<file path="config.mk">
export PLATFORM = sky130hd
export DESIGN_NAME = fos_select
export DESIGN_NICKNAME = d
export VERILOG_FILES = /design/src/rtl/fos_pkg.sv /design/src/rtl/fos_lfsr.sv /design/src/rtl/fos_pick.sv /design/src/rtl/fos_stack.sv /design/src/rtl/fos_select.sv
export SDC_FILE = /design/constraint.sdc
export NUM_CORES = 1
export LEC_CHECK = 0
export ABC_CLOCK_PERIOD_IN_PS = 19750
export BUFFER_PORTS_ARGS = -buffer_cell sky130_fd_sc_hd__buf_4
export CORE_UTILIZATION = 52
export CTS_BUF_LIST = sky130_fd_sc_hd__clkbuf_8 sky130_fd_sc_hd__clkbuf_16
export CTS_CLUSTER_SIZE = 30
export DETAILED_ROUTE_END_ITERATION = 7
export PLACE_DENSITY = 0.68
export SYNTH_ARGS = -nofsm -noshare
export SYNTH_HDL_FRONTEND = slang
export SYNTH_SLANG_ARGS = --single-unit
</file>
<file path="constraint.sdc">
create_clock -name clk -period 19.75 [get_ports clk]
set_input_delay 4.9375 -clock clk [delete_from_list [all_inputs] [get_ports clk]]
set_output_delay 4.9375 -clock clk [all_outputs]
set_load 0.1 [all_outputs]
</file>
<file path="src/rtl/fos_pkg.sv">
package fos_pkg;
   function automatic int idx_w(input int n);
      return (n < 2) ? 1 : $clog2(n);
   endfunction
   localparam logic [15:0] LFSR_TAPS = 16'hB400;
endpackage

</file>
<file path="src/rtl/fos_lfsr.sv">
module fos_lfsr #(
   parameter logic [15:0] SEED = 16'hACE1
) (
   input  logic        clk,
   input  logic        rst_n,
   input  logic        adv,
   output logic [15:0] state
);
   logic fb;
   always_comb fb = state[15] ^ state[13] ^ state[12] ^ state[10];

   always_ff @(posedge clk or negedge rst_n) begin
      if (!rst_n)   state <= SEED;
      else if (adv) state <= {state[14:0], fb};
   end
endmodule

</file>
<file path="src/rtl/fos_pick.sv">
module fos_pick #(
   parameter int WAYS = 8,
   localparam int IW  = fos_pkg::idx_w(WAYS)
) (
   input  logic [WAYS-1:0][IW-1:0] pos,
   input  logic [WAYS-1:0]         valid,
   input  logic [WAYS-1:0]         hflag,
   input  logic [IW-1:0]           knee,
   input  logic                    skip,
   output logic [IW-1:0]           victim
);
   logic [WAYS-1:0][IW-1:0] way_at;
   logic [IW-1:0]           inv_way, first_w, second_w;
   logic                    inv_any;
   int                      nq;

   always_comb begin
      way_at = '0;
      for (int w = 0; w < WAYS; w++) way_at[pos[w]] = IW'(w);
   end

   always_comb begin
      inv_any = 1'b0;
      inv_way = '0;
      for (int w = WAYS-1; w >= 0; w--) begin
         if (!valid[w]) begin
            inv_any = 1'b1;
            inv_way = IW'(w);
         end
      end
   end

   always_comb begin
      nq       = 0;
      first_w  = '0;
      second_w = '0;
      for (int p = 0; p < WAYS; p++) begin
         if ((IW'(p) < knee) && valid[way_at[p]] && !hflag[way_at[p]]) begin
            if (nq == 0)      first_w  = way_at[p];
            else if (nq == 1) second_w = way_at[p];
            nq = nq + 1;
         end
      end
   end

   always_comb begin
      if (inv_any)                victim = inv_way;
      else if (nq >= 1 && !skip)  victim = first_w;
      else if (nq >= 2 && skip)   victim = second_w;
      else                        victim = way_at[WAYS-1];
   end
endmodule

</file>
<file path="src/rtl/fos_stack.sv">
module fos_stack #(
   parameter int WAYS = 8,
   localparam int IW  = fos_pkg::idx_w(WAYS)
) (
   input  logic                    clk,
   input  logic                    rst_n,
   input  logic                    fill,
   input  logic [IW-1:0]           victim,
   input  logic                    hit_vld,
   input  logic [IW-1:0]           hit_way,
   output logic [WAYS-1:0][IW-1:0] pos,
   output logic [WAYS-1:0]         valid,
   output logic [WAYS-1:0]         hflag
);
   logic [IW-1:0] vpos;
   always_comb vpos = pos[victim];

   for (genvar w = 0; w < WAYS; w++) begin : g_way
      logic is_vic, sinks, hit_me;
      always_comb begin
         is_vic = fill && (victim == IW'(w));
         sinks  = fill && !is_vic && (pos[w] < vpos);
         hit_me = hit_vld && (hit_way == IW'(w)) && valid[w];
      end

      always_ff @(posedge clk or negedge rst_n) begin
         if (!rst_n) begin
            pos[w]   <= IW'(w);
            valid[w] <= 1'b0;
            hflag[w] <= 1'b0;
         end else if (is_vic) begin
            pos[w]   <= '0;
            valid[w] <= 1'b1;
            hflag[w] <= 1'b0;
         end else if (sinks) begin
            pos[w]   <= pos[w] + 1'b1;
            hflag[w] <= 1'b0;
         end else if (hit_me) begin
            hflag[w] <= 1'b1;
         end
      end
   end
endmodule

</file>
<file path="src/rtl/fos_select.sv">
module fos_select #(
   parameter int          WAYS      = 8,
   parameter bit          ESCAPE_EN = 1'b1,
   parameter logic [15:0] LFSR_SEED = 16'hACE1,
   localparam int         IW        = fos_pkg::idx_w(WAYS)
) (
   input  logic          clk,
   input  logic          rst_n,
   input  logic          fill_req,
   input  logic          hit_vld,
   input  logic [IW-1:0] hit_way,
   input  logic [IW-1:0] knee,
   output logic          victim_vld,
   output logic [IW-1:0] victim_way
);
   if (WAYS < 2 || (WAYS & (WAYS - 1)) != 0) begin : g_bad_ways
      $error("fos_select: WAYS must be a power of two, at least 2");
   end
   if (ESCAPE_EN && LFSR_SEED == 16'h0000) begin : g_bad_seed
      $error("fos_select: LFSR_SEED must be nonzero");
   end

   logic [WAYS-1:0][IW-1:0] pos;
   logic [WAYS-1:0]         way_valid, hit_flag;
   logic [IW-1:0]           pick;
   logic                    skip;

   if (ESCAPE_EN) begin : g_escape
      logic [15:0] rnd;
      fos_lfsr #(.SEED(LFSR_SEED)) u_lfsr (
         .clk(clk), .rst_n(rst_n), .adv(fill_req), .state(rnd));
      always_comb skip = (rnd[2:0] == 3'b000);
   end else begin : g_no_escape
      always_comb skip = 1'b0;
   end

   fos_pick #(.WAYS(WAYS)) u_pick (
      .pos(pos), .valid(way_valid), .hflag(hit_flag),
      .knee(knee), .skip(skip), .victim(pick));

   fos_stack #(.WAYS(WAYS)) u_stack (
      .clk(clk), .rst_n(rst_n), .fill(fill_req), .victim(pick),
      .hit_vld(hit_vld), .hit_way(hit_way),
      .pos(pos), .valid(way_valid), .hflag(hit_flag));

   always_ff @(posedge clk or negedge rst_n) begin
      if (!rst_n) begin
         victim_vld <= 1'b0;
         victim_way <= '0;
      end else begin
         victim_vld <= fill_req;
         if (fill_req) victim_way <= pick;
      end
   end
endmodule

</file>
# After elaboration in Yosys (flattened, before gate mapping)
# Index checks and enable logic that the tools add are counted.
[op_classes] n_reduce_logical=108 order_cmp=41 n_eq_ne=21 add_sub_neg=15 n_mux=151 bitwise_logic=18
[ops] cell="$logic_not A32 Y1" n=7
[ops] cell="$mux W32" n=7
[ops] cell="$mux W3" n=71
[ops] cell="$add A32 B2 Y32 const B" n=6
[ops] cell="$eq A32 B2 Y1 const B" n=6
[ops] cell="$logic_and A1 B1 Y1" n=65
[ops] cell="$lt A3 B4 Y1 const B" n=16
[ops] cell="$demux W3 S3" n=7
[ops] cell="$mux W1" n=49
[ops] cell="$bmux W1 S3" n=16
[ops] cell="$or A16 B16 Y16" n=3
[ops] cell="$ge A32 B2 Y1 const B" n=1
[ops] cell="$ge A32 B3 Y1 const B" n=1
[ops] cell="$not A16 Y16" n=2
[ops] cell="$add A3 B1 Y3 const B" n=8
[ops] cell="$and A8 B8 Y8" n=3
[ops] cell="$eq A3 B3 Y1 const B" n=8
[ops] cell="$lt A3 B3 Y1" n=8
[ops] cell="$not A8 Y8" n=3
[ops] cell="$or A24 B24 Y24" n=1
[ops] cell="$reduce_bool A3 Y1" n=8
[ops] cell="$ge A3 B1 Y1 const B" n=7
[ops] cell="$logic_not A1 Y1" n=17
[ops] cell="$and A15 B16 Y16" n=1
[ops] cell="other kinds (13)" n=33
[totals] regBits=60 input_bits=10 elab_cells=381

# Longest topological paths before layout
# Gate-level depths: netlist of run 1.
[depth] ltp_word=48 depth_mapped=40 depth_no_buf=37

# Hierarchy
# From an unflattened synthesis of run 1, not the netlist that was laid out.
[unflattened] hier_cells=726 hier_area_um2=6407.4
[by_module_without_submodules] mod="fos_pick" cells_each=448 area_per_inst_um2=3084.2 instances=1
[by_module_without_submodules] mod="fos_stack" cells_each=232 area_per_inst_um2=2508.7 instances=1
[by_module_without_submodules] mod="fos_lfsr" cells_each=38 area_per_inst_um2=675.6 instances=1
[by_module_without_submodules] mod="fos_select" cells_each=8 area_per_inst_um2=138.9 instances=1

# Worst setup path before layout of run 1
# Ideal clock, no wire load.
[synth_path] path_type="in2reg" startpoint="input port knee[1]" endpoint="register u_stack.pos[14] (netlist bit)" arrival_ns=12.099 stages=34 n_path_buf=1 slack_ns=7.578 cell_sequence="o22ai_1 > a211oi_1 > nand2_1 > a31oi_1 > ha_1 > nor4_1 > a21oi_1 > and3_4 > ha_1 > nor2_1 > nor2_1 > inv_1 > ha_1 > nand2_1 > o31ai_2 > ha_1 > mux2_2 > inv_1 > ha_1 > inv_1 > a2111oi_0 > o211a_1 > mux2i_1 > a21boi_1 > o211ai_1 > nand2_1 > clkbuf_1 > nor2_1 > a211o_1 > a31oi_1 > ha_1 > a311o_1 > or4_1 > a21oi_1"
[synth_between] elab_chain_len=35 word_cells_on_any_way=106 cone_classes="add/sub: 7; order compare: 11; eq/ne: 8; mux: 50; reduce/logical: 30"
[synth_lines] element="start: declaration" line_no="fos_select.sv:12" text="input logic [IW-1:0] knee,"
[synth_lines] element="parallel branches: the longest is 27 deep, another holds $add A32 B2 Y32"
[synth_lines] element="$mux W3 (*)" line_no="fos_pick.sv:48" text="else if (nq >= 1 && !skip) victim = first_w;"
[synth_lines] element="$mux W3 (*)" line_no="fos_pick.sv:47" text="if (inv_any) victim = inv_way;"
[synth_lines] element="parallel branches: the longest is 6 deep, another holds $lt A3 B3 Y1"
[synth_lines] element="end signal: indexed assignment" line_no="fos_stack.sv:28" text="pos[w] <= IW'(w);"
[synth_lines] element="end signal: indexed assignment" line_no="fos_stack.sv:36" text="pos[w] <= pos[w] + 1'b1;"
[synth_lines] element="end: declaration" line_no="fos_stack.sv:11" text="output logic [WAYS-1:0][IW-1:0] pos,"
# Every way passes the cells marked *. The select of a mux whose other input is x is not followed.
# A chain may end at the register's enable or synchronous reset.

# Worst setup path in the final report of run 1
[layout_path] startpoint="input port knee[2]" endpoint="register u_stack.pos[14] (netlist bit)"
# Same word-level chain as after synthesis.

==> impl_metrics.py, run 1 <==
metrics = {
    "outcome": {
        "status": "finished, final reports clean",
    },
    "timing": {
        "fmax_ghz": 0.0763,
        "hold_viol_final": 0,
        "layout_min_cycle_time_ns": 13.11,
        "worst_clock_skew_ns": 0.00418,
        "worst_slew_pin_slew_ns": 0.866,
        "slew_viol_final": 0,
        "slew_headroom_pct": 41.8,
        "fin_crit_sh_pct": 66.4,
        "setup_viol": 0,
        "rsz0062_at_grt": "false",
        "setup_tns_ns": 0,
    },
    "floorplan": {
        "core_area_um2": 12700,
        "die_y_um": 117,
        "die_x_um": 117,
        "die_area_um2": 13600,
        "row_count": 41,
        "initial_core_util_pct": 53.6,
        "io_pins": 14,
    },
    "critical_path": {
        "slowest_stage": "a31oi_1",
        "cp-start-kind": "input port",
        "cp_slowest_stage_delay_ns": 0.65,
        "path_max_fanout": 11,
        "arrival_ns": 13.37,
        "critical_path_required_ns": 20.01,
        "cp_common_cell": "ha_1",
        "end_kind": "flip-flop",
        "critPathKind": "in2reg",
    },
    "yosys": {
        "avgSynthCellArea_um2": 8.50,
        "synthArstFlopShare_pct": 100,
        "synth.ff_latch_count": 60,
        "synthFlopType": "dfrtp_1",
        "synth_area_um2": 6820,
        "synthCells": 803,
        "synth_warnings": 0,
        "synth-edff-count": 0,
        "synth-seq-area-share_pct": 22.4,
        "synth_fp_nets": 844,
        "synth_cell_type_count": 103,
    },
    "global_route": {
        "grt_util_all_layers_pct": 33.0,
        "grt_pass1_wl_um": 34000,
        "grt_max_degree": 61,
        "antenna_found_initial": 0,
        "grt_overflow": 0,
        "grt_pass1_vias": 6210,
    },
    "cells_and_area": {
        "antenna_cells": 0,
        "n_fill_cell": 1201,
        "drive_gt1_share_pct": 17.0,
        "syn2layout_area_growth_pct": 6.36,
        "nets": 831,
    },
    "drt": {
        "route.vias.total": 6664,
        "via_per_inst": 6.89,
        "routed_wl_um": 21200,
        "dr.pass1.iters": 5,
        "wl_per_cell_um": 22.0,
        "dr.first_iter.drc_count": 636,
        "drtAntennaViolNets": 0,
        "drc": 0,
    },
    "cts": {
        "cts-root-buf": "clkbuf_16",
        "ctsHoldBuffers": 0,
        "path_clk_slew_ns": 0.05,
        "cts.sinks": 60,
        "post_cts_buffers": 0,
        "cts_max_level": 3,
        "cts_tree": "done",
        "cts_buffers": 9,
        "cts_resized": 0,
        "clkLatencyLatePin_ns": 0.33,
        "clock_path_buffers": 2,
    },
    "flow_run": {
        "maxCapViolations": 0,
    },
    "placed_design": {
        "gp_congestion": 0.965,
        "dp_hpwl_um": 15700,
        "io_buffer_count": 13,
    },
    "hold_path": {
        "hold_path.class": "reg2reg",
    },
}
## routing by layer
layer  part of all wire (%)  global-route usage [%]  up-vias
met2                     46                    53.4      287
met4                    4.8                    17.0        0
met3                    6.5                    4.98       80
li1                       -                       -     3082
met5                      0                       0        -
met1                     42                    42.6     3215
## critical path: cells and delay by family
family,cells,cell delay [ns]
adders and majority gates,6,1.77
muxes,2,0.61
and+or+nand+nor,9,1.78
AOI/OAI and AO/OA,13,3.88
buffers and inverters,4,0.35
## kinds of logic (layout without fill, tap and decap cells)
family / Yosys count / after routing / share of synthesized area [%]
AND/OR/NAND/NOR: 343 / 343 / 29.0
adder cells (fa/ha/maj): 33 / 33 / 5.98
multiplexers: 57 / 57 / 8.82
flip-flops: 60 / 60 / 22.4
AO/OA/AOI/OAI: 229 / 229 / 27.3
buffers and inverters: 69 / 61 / 4.49
XOR/XNOR: 12 / 12 / 2.02
## cell usage after synthesis, drive strengths merged (5+ instances only)
master | instances | share of area, %
nand2 | 62 | 3.4
nor2 | 47 | 2.7
dfrtp | 40 | 15
mux2i | 35 | 5.1
o21ai | 35 | 2.8
nand3 | 34 | 2.6
a21oi | 33 | 2.6
nor3 | 32 | 2.4
ha | 31 | 5.7
inv | 29 | 1.6
and3 | 24 | 2.4
mux2 | 22 | 3.7
nand2b | 21 | 1.9
buf | 20 | 1.8
dfstp | 20 | 7.7
nor2b | 20 | 1.8
a211oi | 18 | 2.1
clkbuf | 18 | 0.99
nand3b | 17 | 1.9
nand4 | 17 | 1.6
a31oi | 15 | 1.6
nor3b | 15 | 2.2
or3 | 13 | 1.2
o31ai | 11 | 1.4
o211ai | 10 | 1.2
xnor2 | 10 | 1.6
a211o | 9 | 1.2
or3b | 9 | 1.2
and2 | 7 | 0.64
o2111a | 7 | 1.2
o211a | 7 | 1.0
or2 | 7 | 0.64
and3b | 6 | 0.77
a311oi | 5 | 0.64
a32o | 5 | 0.73
o21a | 5 | 0.55
o21bai | 5 | 0.72
o221a | 5 | 0.95
o311ai | 5 | 0.90
o31a | 5 | 0.64
## cell type report
| type | instances | area (um^2) | area share (%) |
|---|---|---|---|
| Timing Repair Buffer | 14 | 105 | 1.45 |
| Multi-Input combinational cell | 674 | 4990 | 68.8 |
| Clock buffer | 11 | 253 | 3.48 |
| Sequential cell | 60 | 1530 | 21.0 |
| Tap cell | 172 | 215 | 2.97 |
| Clock inverter | 5 | 51.3 | 0.707 |
| Inverter | 31 | 116 | 1.60 |
## per-stage QoR
stage               hold slack, ns  setup WS, ns  std cells  utilization, %  instance area, um^2
floorplan                    0.475          7.58        803               -                 6820
global placement             0.475          6.76        951            54.6                 6950
detailed placement           0.476          6.51        951            54.6                 6950
CTS                          0.489          6.85        967            57.0                 7260
global route                 0.513          5.98        967            57.0                 7260
finish                       0.484          6.64        967            57.0                 7260
## registers in the layout, indices dropped and copies added (netlist names)
register,cells
u_stack.valid,8
victim_vld,1
u_stack.hflag,8
u_stack.pos,24
victim_way,3
g_escape.u_lfsr.state,16
## layout by cell type (no fill, tap or decap), drive strengths merged, types with 11 or more instances in the layout
cell type	netlist	layout
and3	24	24
a21oi	33	33
or3	13	13
o31ai	11	11
nand3	34	34
nand2b	21	21
mux2	22	22
clkbuf	18	11
nand3b	17	17
nand4	17	17
nor3	32	32
inv	29	30
dfrtp	40	40
ha	31	31
nor2	47	47
a31oi	15	15
nor2b	20	20
a211oi	18	18
nor3b	15	15
o21ai	35	35
buf	20	14
mux2i	35	35
nand2	62	62
dfstp	20	20
## worst paths after layout
kind	to	start	cells past startpoint	slack, ns
max in group asynchronous	victim_way[0]	rst_n	1	14.59
min reg2reg	victim_way[0]	victim_way[0]	1	0.48
min in group asynchronous	victim_vld	rst_n	1	4.67
max	u_stack.pos[14]	knee[2]	34	6.64
max reg2reg	u_stack.pos[14]	u_stack.pos[15]	35	9.83
min	victim_way[0]	victim_way[0]	1	0.48
Power of run 1 is left out: the tool's default activity adds up to more than one toggle a clock period on the data nets, which glitch-free logic cannot reach.
==> run 2, diff against run 1 <==
- ABC_CLOCK_PERIOD_IN_PS: 19750 -> 12600
- clock period: 19.75 -> 12.6 ns (I/O delays scaled with it)
==> run 2 against run 1 <==
Against the previous run:
- clock-buffer cell count is the same
- register-to-register slack worse by 7.2 ns
- die area is the same
- highest routed layer unchanged
==> impl_metrics.py, run 2 (synthesis gave the netlist of run 1 again) <==
metrics = {
    "global_route": {
        "grt_overflow": 0,
        "grt_pass1_wl_um": 34200,
        "grt_max_degree": 61,
        "grt_util_all_layers_pct": 32.9,
        "grt-busiest-layer": "met2",
        "antenna_found_initial": 0,
        "grt_pass1_vias": 6331,
        "use_met3_pct": 4.93,
        "met1_usage_pct": 41.8,
        "use_met2_pct": 52.7,
    },
    "placed_design": {
        "io_buffer_count": 13,
        "gp_congestion": 0.965,
        "dp_cells": 951,
        "dp_hpwl_um": 15900,
        "dpl_worst_slack_ns": 1.10,
        "placed_area_um2": 6950,
    },
    "cts": {
        "path_clk_slew_ns": 0.05,
        "cts_buffers": 9,
        "cts_max_level": 3,
        "cts_resized": 0,
        "ctsHoldBuffers": 0,
        "clock_path_buffers": 2,
        "cts_tree": "done",
        "post_cts_buffers": 0,
        "cts-root-buf": "clkbuf_16",
        "cts.sinks": 60,
        "clkLatencyLatePin_ns": 0.33,
    },
    "critical_path": {
        "path_max_fanout": 11,
        "arrival_ns": 11.59,
        "critical-path-top-delay-family": "compound AO/OA/AOI/OAI gates",
        "cp_common_cell": "ha_1",
        "critPathKind": "in2reg",
        "slowest_stage": "a31oi_1",
        "critical_path_required_ns": 12.86,
        "path_buf_inv": 2,
        "cp_slowest_stage_delay_ns": 0.64,
        "cp.depth": 34,
        "end_kind": "flip-flop",
        "r2r_cells": 35,
        "cp-start-kind": "input port",
    },
    "timing": {
        "worst_slew_pin_slew_ns": 0.828,
        "rsz0062_at_grt": "false",
        "layout_min_cycle_time_ns": 11.33,
        "slew_headroom_pct": 44.4,
        "fin_crit_sh_pct": 89.9,
        "setup_viol": 0,
        "hold_viol_final": 0,
        "worst_clock_skew_ns": 0.00607,
        "setup_tns_ns": 0,
        "setup_ws_ns": 1.27,
        "slew_viol_final": 0,
        "fmax_ghz": 0.0883,
    },
    "drt": {
        "dr.first_iter.drc_count": 541,
        "routed_wl_um": 21200,
        "drtAntennaViolNets": 0,
        "drc": 0,
        "wl_per_cell_um": 21.9,
        "via_per_inst": 6.91,
        "dr.pass1.iters": 5,
        "route.vias.total": 6678,
    },
    "cells_and_area": {
        "antenna_cells": 0,
        "nets": 831,
        "syn2layout_area_growth_pct": 5.98,
        "multiInputGateArea_um2": 4990,
        "drive_gt1_share_pct": 17.0,
        "reg.largest.list": "u_stack.pos (24), g_escape.u_lfsr.state (16)",
        "final_cells": 966,
        "n_fill_cell": 1194,
        "largest_reg_flops": 24,
        "top_register": "u_stack.pos",
        "layout_common_cells": "61 x nand2_1, 45 x nor2_1, 40 x dfrtp_1",
        "seqCellArea_um2": 1530,
        "final_common_cell": "nand2_1",
        "final_area_um2": 7230,
    },
    "hold_path": {
        "whs_path_depth": 1,
        "hold_path.class": "reg2reg",
    },
    "floorplan": {
        "die_y_um": 117,
        "die_area_um2": 13600,
        "row_count": 41,
        "io_pins": 14,
        "core_area_um2": 12700,
        "initial_core_util_pct": 53.6,
        "die_x_um": 117,
    },
    "flow_run": {
        "maxCapViolations": 0,
    },
    "outcome": {
        "status": "finished, final reports clean",
    },
}
## run 2: changes by cell type in the layout (fill, tap and decap cells not counted)
cell	before	now
bufinv_16	1	0
clkinvlp_4	1	2
inv_1	28	27
## run 2: layer usage
metal | wire, um | up-vias
li1 | - | 3084
met1 | 8830 | 3188
met2 | 9680 | 316
met3 | 1530 | 90
met4 | 1140 | 0
met5 | 0 | -
## run 2: per-stage QoR
step	util [%]	hold WS [ns]
floorplan	-	0.475
global placement	54.6	0.475
detailed placement	54.6	0.476
CTS	56.8	0.487
global route	56.8	0.514
finish	56.8	0.481
## run 2: layout make-up
class | instances | share of cell area [%]
clock inverter | 4 | 0.346
multi-input combinational | 674 | 69.0
clock buffer | 11 | 3.50
timing repair buffer | 14 | 1.45
sequential | 60 | 21.1
inverter | 31 | 1.61
tap | 172 | 2.98
## run 2: worst paths after layout
kind / end / start / slack [ns]
max: u_stack.pos[14] / knee[1] / 1.27
min: victim_way[0] / victim_way[0] / 0.48
max reg2reg: u_stack.pos[14] / u_stack.pos[15] / 2.68
min reg2reg: victim_way[0] / victim_way[0] / 0.48
max in group asynchronous: victim_way[0] / rst_n / 9.21
min in group asynchronous: victim_vld / rst_n / 2.87
Power of run 2 is left out for the same reason.
